--- src/rtl/asram_pkg.sv ---
package asram_pkg;

   typedef enum logic [2:0] {
      ST_IDLE,
      ST_W_TURN,
      ST_W_PULSE,
      ST_W_REC,
      ST_R_ACC,
      ST_R_SAMP
   } seq_state_t;

   // nanoseconds to whole clocks, rounded up, never below one
   function automatic int ns_to_clk(input int ns, input int clk_ps);
      int q;
      q = (ns * 1000 + clk_ps - 1) / clk_ps;
      if (q < 1) q = 1;
      return q;
   endfunction

   function automatic int imax(input int a, input int b);
      return (a > b) ? a : b;
   endfunction

endpackage

--- src/rtl/asram_down_cnt.sv ---
module asram_down_cnt #(
   parameter int W = 4
) (
   input  logic         clk,
   input  logic         rst_n,
   input  logic         load,
   input  logic [W-1:0] load_val,
   output logic         done
);

   logic [W-1:0] cnt;

   always_ff @(posedge clk) begin
      if (!rst_n)               cnt <= '0;
      else if (load)            cnt <= load_val;
      else if (cnt != '0)       cnt <= cnt - 1'b1;
   end

   assign done = (cnt == '0);

endmodule

--- src/rtl/asram_seq.sv ---
module asram_seq
   import asram_pkg::*;
#(
   parameter int AW      = 15,
   parameter int DW      = 8,
   parameter int CW      = 4,
   parameter int N_RD    = 14,
   parameter int N_PULSE = 13,
   parameter int N_REC   = 1,
   parameter int N_DIS   = 5
) (
   input  logic          clk,
   input  logic          rst_n,
   input  logic          req_valid,
   input  logic          req_write,
   input  logic [AW-1:0] req_addr,
   input  logic [DW-1:0] req_wdata,
   output logic          req_ready,
   output logic          rsp_valid,
   output logic [DW-1:0] rsp_rdata,
   input  logic          phase_done,
   output logic          phase_load,
   output logic [CW-1:0] phase_val,
   input  logic          turn_done,
   output logic          turn_load,
   output logic [CW-1:0] turn_val,
   output logic [AW-1:0] sram_addr,
   output logic          sram_cs_n,
   output logic          sram_we_n,
   output logic          sram_oe_n,
   output logic [DW-1:0] sram_dq_out,
   output logic          sram_dq_oe,
   input  logic [DW-1:0] sram_dq_in
);

   seq_state_t    st, st_nx;
   logic [AW-1:0] addr_q;
   logic [DW-1:0] wdata_q;
   logic [DW-1:0] rdata_q;
   logic          rsp_q;

   always_comb begin
      st_nx      = st;
      phase_load = 1'b0;
      phase_val  = '0;
      turn_load  = 1'b0;
      turn_val   = '0;
      unique case (st)
         ST_IDLE: begin
            if (req_valid) begin
               if (req_write) begin
                  st_nx = ST_W_TURN;
               end else begin
                  st_nx      = ST_R_ACC;
                  phase_load = 1'b1;
                  phase_val  = CW'(N_RD - 1);
               end
            end
         end
         ST_W_TURN: begin
            if (turn_done) begin
               st_nx      = ST_W_PULSE;
               phase_load = 1'b1;
               phase_val  = CW'(N_PULSE - 1);
            end
         end
         ST_W_PULSE: begin
            if (phase_done) begin
               st_nx      = ST_W_REC;
               phase_load = 1'b1;
               phase_val  = CW'(N_REC - 1);
            end
         end
         ST_W_REC:  if (phase_done) st_nx = ST_IDLE;
         ST_R_ACC:  if (phase_done) st_nx = ST_R_SAMP;
         ST_R_SAMP: begin
            st_nx     = ST_IDLE;
            turn_load = 1'b1;
            turn_val  = CW'(N_DIS - 1);
         end
         default:   st_nx = ST_IDLE;
      endcase
   end

   always_ff @(posedge clk) begin
      if (!rst_n) begin
         st      <= ST_IDLE;
         addr_q  <= '0;
         wdata_q <= '0;
         rdata_q <= '0;
         rsp_q   <= 1'b0;
      end else begin
         st    <= st_nx;
         rsp_q <= (st == ST_R_SAMP);
         if (st == ST_IDLE && req_valid) begin
            addr_q  <= req_addr;
            wdata_q <= req_wdata;
         end
         if (st == ST_R_SAMP) rdata_q <= sram_dq_in;
      end
   end

   assign req_ready   = (st == ST_IDLE);
   assign rsp_valid   = rsp_q;
   assign rsp_rdata   = rdata_q;
   assign sram_addr   = addr_q;
   assign sram_cs_n   = !(st == ST_W_PULSE || st == ST_R_ACC || st == ST_R_SAMP);
   assign sram_we_n   = !(st == ST_W_PULSE);
   assign sram_oe_n   = !(st == ST_R_ACC || st == ST_R_SAMP);
   assign sram_dq_oe  = (st == ST_W_PULSE);
   assign sram_dq_out = wdata_q;


   drive_no_oe_chk: assert property (@(posedge clk) disable iff (!rst_n)
      sram_dq_oe |-> sram_oe_n);


   we_with_cs_chk: assert property (@(posedge clk) disable iff (!rst_n)
      $fell(sram_we_n) |-> $fell(sram_cs_n));


   addr_hold_chk: assert property (@(posedge clk) disable iff (!rst_n)
      (!sram_cs_n && $past(!sram_cs_n)) |-> $stable(sram_addr));


   idle_strobes_chk: assert property (@(posedge clk) disable iff (!rst_n)
      req_ready |-> (sram_cs_n && sram_we_n && sram_oe_n));


   rsp_pulse_chk: assert property (@(posedge clk) disable iff (!rst_n)
      rsp_valid |=> !rsp_valid);


   data_in_pulse_chk: assert property (@(posedge clk) disable iff (!rst_n)
      !sram_we_n |-> sram_dq_oe);

endmodule

--- src/rtl/asram_cycle_ctrl.sv ---
module asram_cycle_ctrl
   import asram_pkg::*;
#(
   parameter int AW          = 15,
   parameter int DW          = 8,
   parameter int CLK_PS      = 5000,
   parameter int SPEED_GRADE = 0,
   parameter int T_ACC_NS    = (SPEED_GRADE == 0) ? 70 : 85,
   parameter int T_OEACC_NS  = (SPEED_GRADE == 0) ? 35 : 45,
   parameter int T_WP_NS     = (SPEED_GRADE == 0) ? 55 : 60,
   parameter int T_AW_NS     = (SPEED_GRADE == 0) ? 65 : 70,
   parameter int T_DS_NS     = (SPEED_GRADE == 0) ? 30 : 35,
   parameter int T_WC_NS     = (SPEED_GRADE == 0) ? 70 : 85,
   parameter int T_DIS_NS    = 25
) (
   input  logic          clk,
   input  logic          rst_n,
   input  logic          req_valid,
   output logic          req_ready,
   input  logic          req_write,
   input  logic [AW-1:0] req_addr,
   input  logic [DW-1:0] req_wdata,
   output logic          rsp_valid,
   output logic [DW-1:0] rsp_rdata,
   output logic [AW-1:0] sram_addr,
   output logic          sram_cs_n,
   output logic          sram_we_n,
   output logic          sram_oe_n,
   output logic [DW-1:0] sram_dq_out,
   output logic          sram_dq_oe,
   input  logic [DW-1:0] sram_dq_in
);

   localparam int N_RD    = imax(ns_to_clk(T_ACC_NS, CLK_PS), ns_to_clk(T_OEACC_NS, CLK_PS));
   localparam int N_PULSE = imax(ns_to_clk(T_WP_NS, CLK_PS),
                                 imax(ns_to_clk(T_AW_NS, CLK_PS), ns_to_clk(T_DS_NS, CLK_PS)));
   localparam int N_REC   = imax(ns_to_clk(T_WC_NS, CLK_PS) - N_PULSE, 1);
   localparam int N_DIS   = ns_to_clk(T_DIS_NS, CLK_PS);
   localparam int N_MAX   = imax(imax(N_RD, N_PULSE), imax(N_REC, N_DIS));
   localparam int CW      = $clog2(N_MAX + 1);

   if (CLK_PS < 1)                         begin : g_bad_clk   $error("CLK_PS must be positive"); end
   if (SPEED_GRADE < 0 || SPEED_GRADE > 1) begin : g_bad_grade $error("SPEED_GRADE must be 0 or 1"); end
   if (AW < 1 || DW < 1)                   begin : g_bad_width $error("AW and DW must be positive"); end

   logic          phase_done, phase_load;
   logic [CW-1:0] phase_val;
   logic          turn_done, turn_load;
   logic [CW-1:0] turn_val;

   asram_down_cnt #(.W(CW)) u_phase (
      .clk      (clk),
      .rst_n    (rst_n),
      .load     (phase_load),
      .load_val (phase_val),
      .done     (phase_done)
   );

   // idle plus the turn state already cover two clocks of release time
   if (N_DIS > 2) begin : g_turn
      asram_down_cnt #(.W(CW)) u_turn (
         .clk      (clk),
         .rst_n    (rst_n),
         .load     (turn_load),
         .load_val (turn_val),
         .done     (turn_done)
      );
   end else begin : g_no_turn
      logic unused_turn;
      assign unused_turn = turn_load ^ (^turn_val);
      assign turn_done   = 1'b1;
   end

   asram_seq #(
      .AW(AW), .DW(DW), .CW(CW),
      .N_RD(N_RD), .N_PULSE(N_PULSE), .N_REC(N_REC), .N_DIS(N_DIS)
   ) u_seq (
      .clk         (clk),
      .rst_n       (rst_n),
      .req_valid   (req_valid),
      .req_write   (req_write),
      .req_addr    (req_addr),
      .req_wdata   (req_wdata),
      .req_ready   (req_ready),
      .rsp_valid   (rsp_valid),
      .rsp_rdata   (rsp_rdata),
      .phase_done  (phase_done),
      .phase_load  (phase_load),
      .phase_val   (phase_val),
      .turn_done   (turn_done),
      .turn_load   (turn_load),
      .turn_val    (turn_val),
      .sram_addr   (sram_addr),
      .sram_cs_n   (sram_cs_n),
      .sram_we_n   (sram_we_n),
      .sram_oe_n   (sram_oe_n),
      .sram_dq_out (sram_dq_out),
      .sram_dq_oe  (sram_dq_oe),
      .sram_dq_in  (sram_dq_in)
   );

endmodule

--- config.mk ---
export PLATFORM = sky130hd
export DESIGN_NAME = asram_cycle_ctrl
export DESIGN_NICKNAME = d
export VERILOG_FILES = /design/src/rtl/asram_pkg.sv /design/src/rtl/asram_down_cnt.sv /design/src/rtl/asram_seq.sv /design/src/rtl/asram_cycle_ctrl.sv
export SDC_FILE = /design/constraint.sdc
export NUM_CORES = 1
export LEC_CHECK = 0
export BUFFER_PORTS_ARGS = -buffer_cell sky130_fd_sc_hd__buf_2
export CORE_UTILIZATION = 35
export DETAILED_ROUTE_END_ITERATION = 8
export PLACE_DENSITY = 0.67
export SLEW_MARGIN = 20
export SYNTH_ARGS = -nofsm -noshare
export SYNTH_HDL_FRONTEND = slang
export SYNTH_HIERARCHICAL = 1
export SYNTH_SLANG_ARGS = --single-unit
--- constraint.sdc ---
create_clock -name clk -period 5.3 [get_ports clk]
set_input_delay 0.53 -clock clk [delete_from_list [all_inputs] [get_ports clk]]
set_output_delay 0.53 -clock clk [all_outputs]
set_load 0.03 [all_outputs]
==> summary.md <==
| Metric | Value |
|---|---|
| Via Count | `between 1,500 and 2,000` |
| Mean Syn Cell Area | `about 8.6 um2` |
| Final Instance Area | `around 0.0024 mm2` |
| CTS Hold Bufs | `0` |
| Final setup violation count | `0` |
| Die Span Y | `75.9 um` |
| Max Freq | `0.434 GHz` |
| GR Overflow Total | `0` |
| Fillers | `507` |
| Req. time, crit path | `~5.5 ns` |
| Critical Path, Cell by Cell | `or4b_1, nor2_2, or2_1, nand2b_1, o31ai_1` |
| DR iter-0 viols | `98` |
| Seq/Total Area, Yosys | `between 40% and 50%` |
| Hold WS | `0.454 ns` |
| Drt wl/cell | `roughly 11 um` |
| Max-cap violations | `0` |
| Largest net degree at the start of global routing | `34` |
| GPL Wtd Cong | `0.771` |
| Die ar. | `about 0.0058 mm2` |
| Power per cell area | `about 570 mW/mm2` |
| Sink Count | `43` |
| Worst Slack Setup Final | `between 2 and 3 ns` |
| Multi-input gate area | `about 930 um2` |
| Slew headroom | `a little under a third` |
| Post-CTS sizing | `0` |
| Synth Area in XOR/XNOR | `under 10%` |
| Layout area overhead | `23.6%` |
| Initial Util | `between 30% and 40%` |
| Slew Limit Fails | `0` |
| Fin crit share | `43.5%` |
| Period minus WS final | `about 2.3 ns` |
| Post-Route WL | `between 3000 and 4000 um` |
| CP top delay family | `simple AND/OR/NAND/NOR gates` |
| First-pass iteration count of the detailed router | `4` |
| Share of layout cells above drive strength 1 | `a little under a third` |
| Worst Tran Pin Value | `just over 1 ns` |
| Root buf cell | `clkbuf_8` |
| DRC | `0` |
| Worst Path Max Fanout | `24` |
| Worst setup SP type | `flip-flop` |
| Area share of fa/ha/maj cells after synthesis | `around 1.3%` |
| Min-delay worst type | `flip-flop to flip-flop` |
| Worst slack at placement | `2.93 ns` |
| Crit-path max cell delay | `roughly 0.75 ns` |
| Slowest CP cell | `or4b_1` |
| Total core area | `around 0.0052 mm2` |
| Ant diodes | `0` |
| Port bufs | `~70` |
| Via density | `around 4.6` |
| Vias in the first global route | `around 1,500` |
| Final Net Count | `approximately 320` |
| Post-CTS setup buffers | `0` |
| RSZ-0062 raised after global routing | `false` |
| Final hold vios | `0` |
| GRT Total Usage | `between 10 and 15%` |
| Largest family of logic cells by synthesized area | `simple AND/OR/NAND/NOR gates` |
| Worst Path Buf+Inv | `0` |
| Sequential cell area | `861 um2` |
| First-pass GRT wire length | `6560 um` |
| Post-synth cell types | `38` |
| Fin util | `a little under half` |
| Post-DP HPWL | `about 2800 um` |
| Yosys warning total | `6` |
| Maximum root-to-sink buffer count | `2` |
| Clk_skew | `between 0.006 and 0.007 ns` |
| Synthesized instance count | `roughly 220` |
| TritonCTS clock tree | `yes` |
| Mux share of post-synthesis cell area | `between 6 and 7%` |
| Die extent in x | `approximately 76 um` |
| Critical path type | `flip-flop to flip-flop` |
| Mapped Area | `0.00191 mm2` |
| Io pins | `just over 70` |
| Simple-gate share of the synthesized area | `24.2%` |
| Post-route setup TNS | `0 ns` |
| Cell Area, Placed | `roughly 0.0023 mm2` |
| Rows | `26` |
| CTS Buf Count | `5` |
| Initial antenna violation count | `0` |
| Maximum vdd drop | `between 0.0002 and 0.00025 V` |
| CTS H-Tree Depth | `2` |
| Compound-gate portion of the synthesized area | `about an eighth` |
| Antenna Nets Post-Route | `0` |
| Worst Setup End Kind | `flip-flop` |
| Clk slew on worst S/H paths | `0.09 ns` |
| Clock Latency Late Sink | `roughly 0.29 ns` |
| Leak | `approximately 1.1 nW` |
| Worst EP arrival | `between 2 and 3 ns` |
| Status | `finished clean` |
| Seq cells post-synth | `43` |
## cell usage after synthesis, drive strengths merged
master / count / area (um2)
a21oi: 27 / 135
a221oi: 1 / 8.76
a311oi: 1 / 8.76
a31oi: 1 / 6.26
and2: 1 / 6.26
buf: 13 / 92.6
clkbuf: 5 / 18.8
conb: 1 / 3.75
dfxtp: 43 / 861
ha: 2 / 25.0
inv: 8 / 30.0
mux2: 3 / 33.8
mux2i: 10 / 100
nand2: 50 / 188
nand2b: 6 / 37.5
nand3: 6 / 30.0
nand3b: 3 / 22.5
nor2: 13 / 51.3
nor2b: 1 / 6.26
nor3: 4 / 30.0
nor3b: 2 / 37.5
nor4b: 1 / 15.0
nor4bb: 1 / 10.0
o211a: 3 / 30.0
o21a: 1 / 7.51
o21ai: 5 / 32.5
o22ai: 1 / 6.26
o31ai: 2 / 15.0
or2: 3 / 18.8
or4b: 1 / 10.0
xnor2: 4 / 35.0
## cells in the final DEF (no fill, tap or decap), types with 2 or more instances in the layout
cell / synthesis / final
inv_1: 8 / 8
nand2b_1: 6 / 6
dfxtp_1: 43 / 43
ha_1: 2 / 2
or2_1: 2 / 2
o211a_1: 3 / 3
clkinvlp_4: 0 / 2
mux2_2: 3 / 3
xnor2_1: 4 / 4
o31ai_1: 2 / 2
clkbuf_8: 0 / 5
nand2_1: 50 / 50
conb_1: 1 / 4
mux2i_1: 10 / 10
o21ai_2: 2 / 2
nor3_1: 2 / 2
nor3_2: 2 / 2
nor2_1: 12 / 12
nand3b_1: 3 / 3
o21ai_1: 2 / 2
buf_2: 5 / 71
nand3_1: 6 / 6
a21oi_1: 27 / 27
nor3b_4: 2 / 2
## cells by family after synthesis
group / Yosys count
flip-flops: 43
AND/OR/NAND/NOR: 92
XOR/XNOR: 4
other: 1
multiplexers: 13
buffers and inverters: 26
adder cells (fa/ha/maj): 2
AO/OA/AOI/OAI: 42
## state kept, by name, indices dropped and copies added, names as in the netlist
register / flops
u_seq/st: 3
u_seq/sram_dq_out: 8
u_seq/rsp_valid: 1
u_seq/sram_addr: 15
g_turn.u_turn/cnt: 4
u_phase/cnt: 4
u_seq/rsp_rdata: 8
## tightest hold or removal path: cells and delay by family (launching register included)
| kind | cells | cell delay (ns) |
|---|---|---|
| AND/OR/NAND/NOR | 1 | 0.05 |
| AO/OA/AOI/OAI | 1 | 0.05 |
| flip-flops | 1 | 0.31 |
## layer usage
| metal | wire length [um] | GRT usage [%] | share of wire, % | vias to the layer above |
|---|---|---|---|---|
| met1 | 1800 | 17.4 | 46 | 748 |
| met5 | 0 | 0 | 0 | - |
| met4 | 15 | 3.46 | 0.38 | 0 |
| li1 | - | - | - | 868 |
| met2 | 1880 | 23.1 | 48 | 44 |
| met3 | 239 | 4.34 | 6.1 | 2 |
## worst paths after layout
path | cells past startpoint | slack (ns) | start | end
worst min-delay path | 2 | 0.45 | u_seq/sram_addr[10] | u_seq/sram_addr[10]
worst max register to register | 5 | 3.00 | u_seq/st[1] | u_phase/cnt[3]
worst max-delay path | 5 | 3.00 | u_seq/st[1] | u_phase/cnt[3]
worst min register to register | 2 | 0.45 | u_seq/sram_addr[10] | u_seq/sram_addr[10]
## layout make-up
class,count,share of cell area [%]
clock inverters,3,1.01
inverters,8,1.27
multi-input cells,157,39.4
flip-flops and latches,43,36.4
well taps,70,3.70
clock buffers,5,2.91
repair buffers,72,15.3
## where the power goes
part	internal, mW	total (mW)	switching [mW]
registers	0.405	0.488	0.0826
clock network	0.0942	0.212	0.118
logic	0.258	0.646	0.389
total	0.757	1.35	0.589
## stage by stage
| step | power [mW] | instances |
|---|---|---|
| 6_report | 1.35 | 358 |
| 5_1_grt | 1.44 | 358 |
| 2_1_floorplan | 1.01 | 226 |
| 4_1_cts | 1.36 | 358 |
| 3_5_place_dp | 1.15 | 350 |
| 3_3_place_gp | 1.13 | 349 |
No activity file was read; power rests on OpenSTA's default activity.
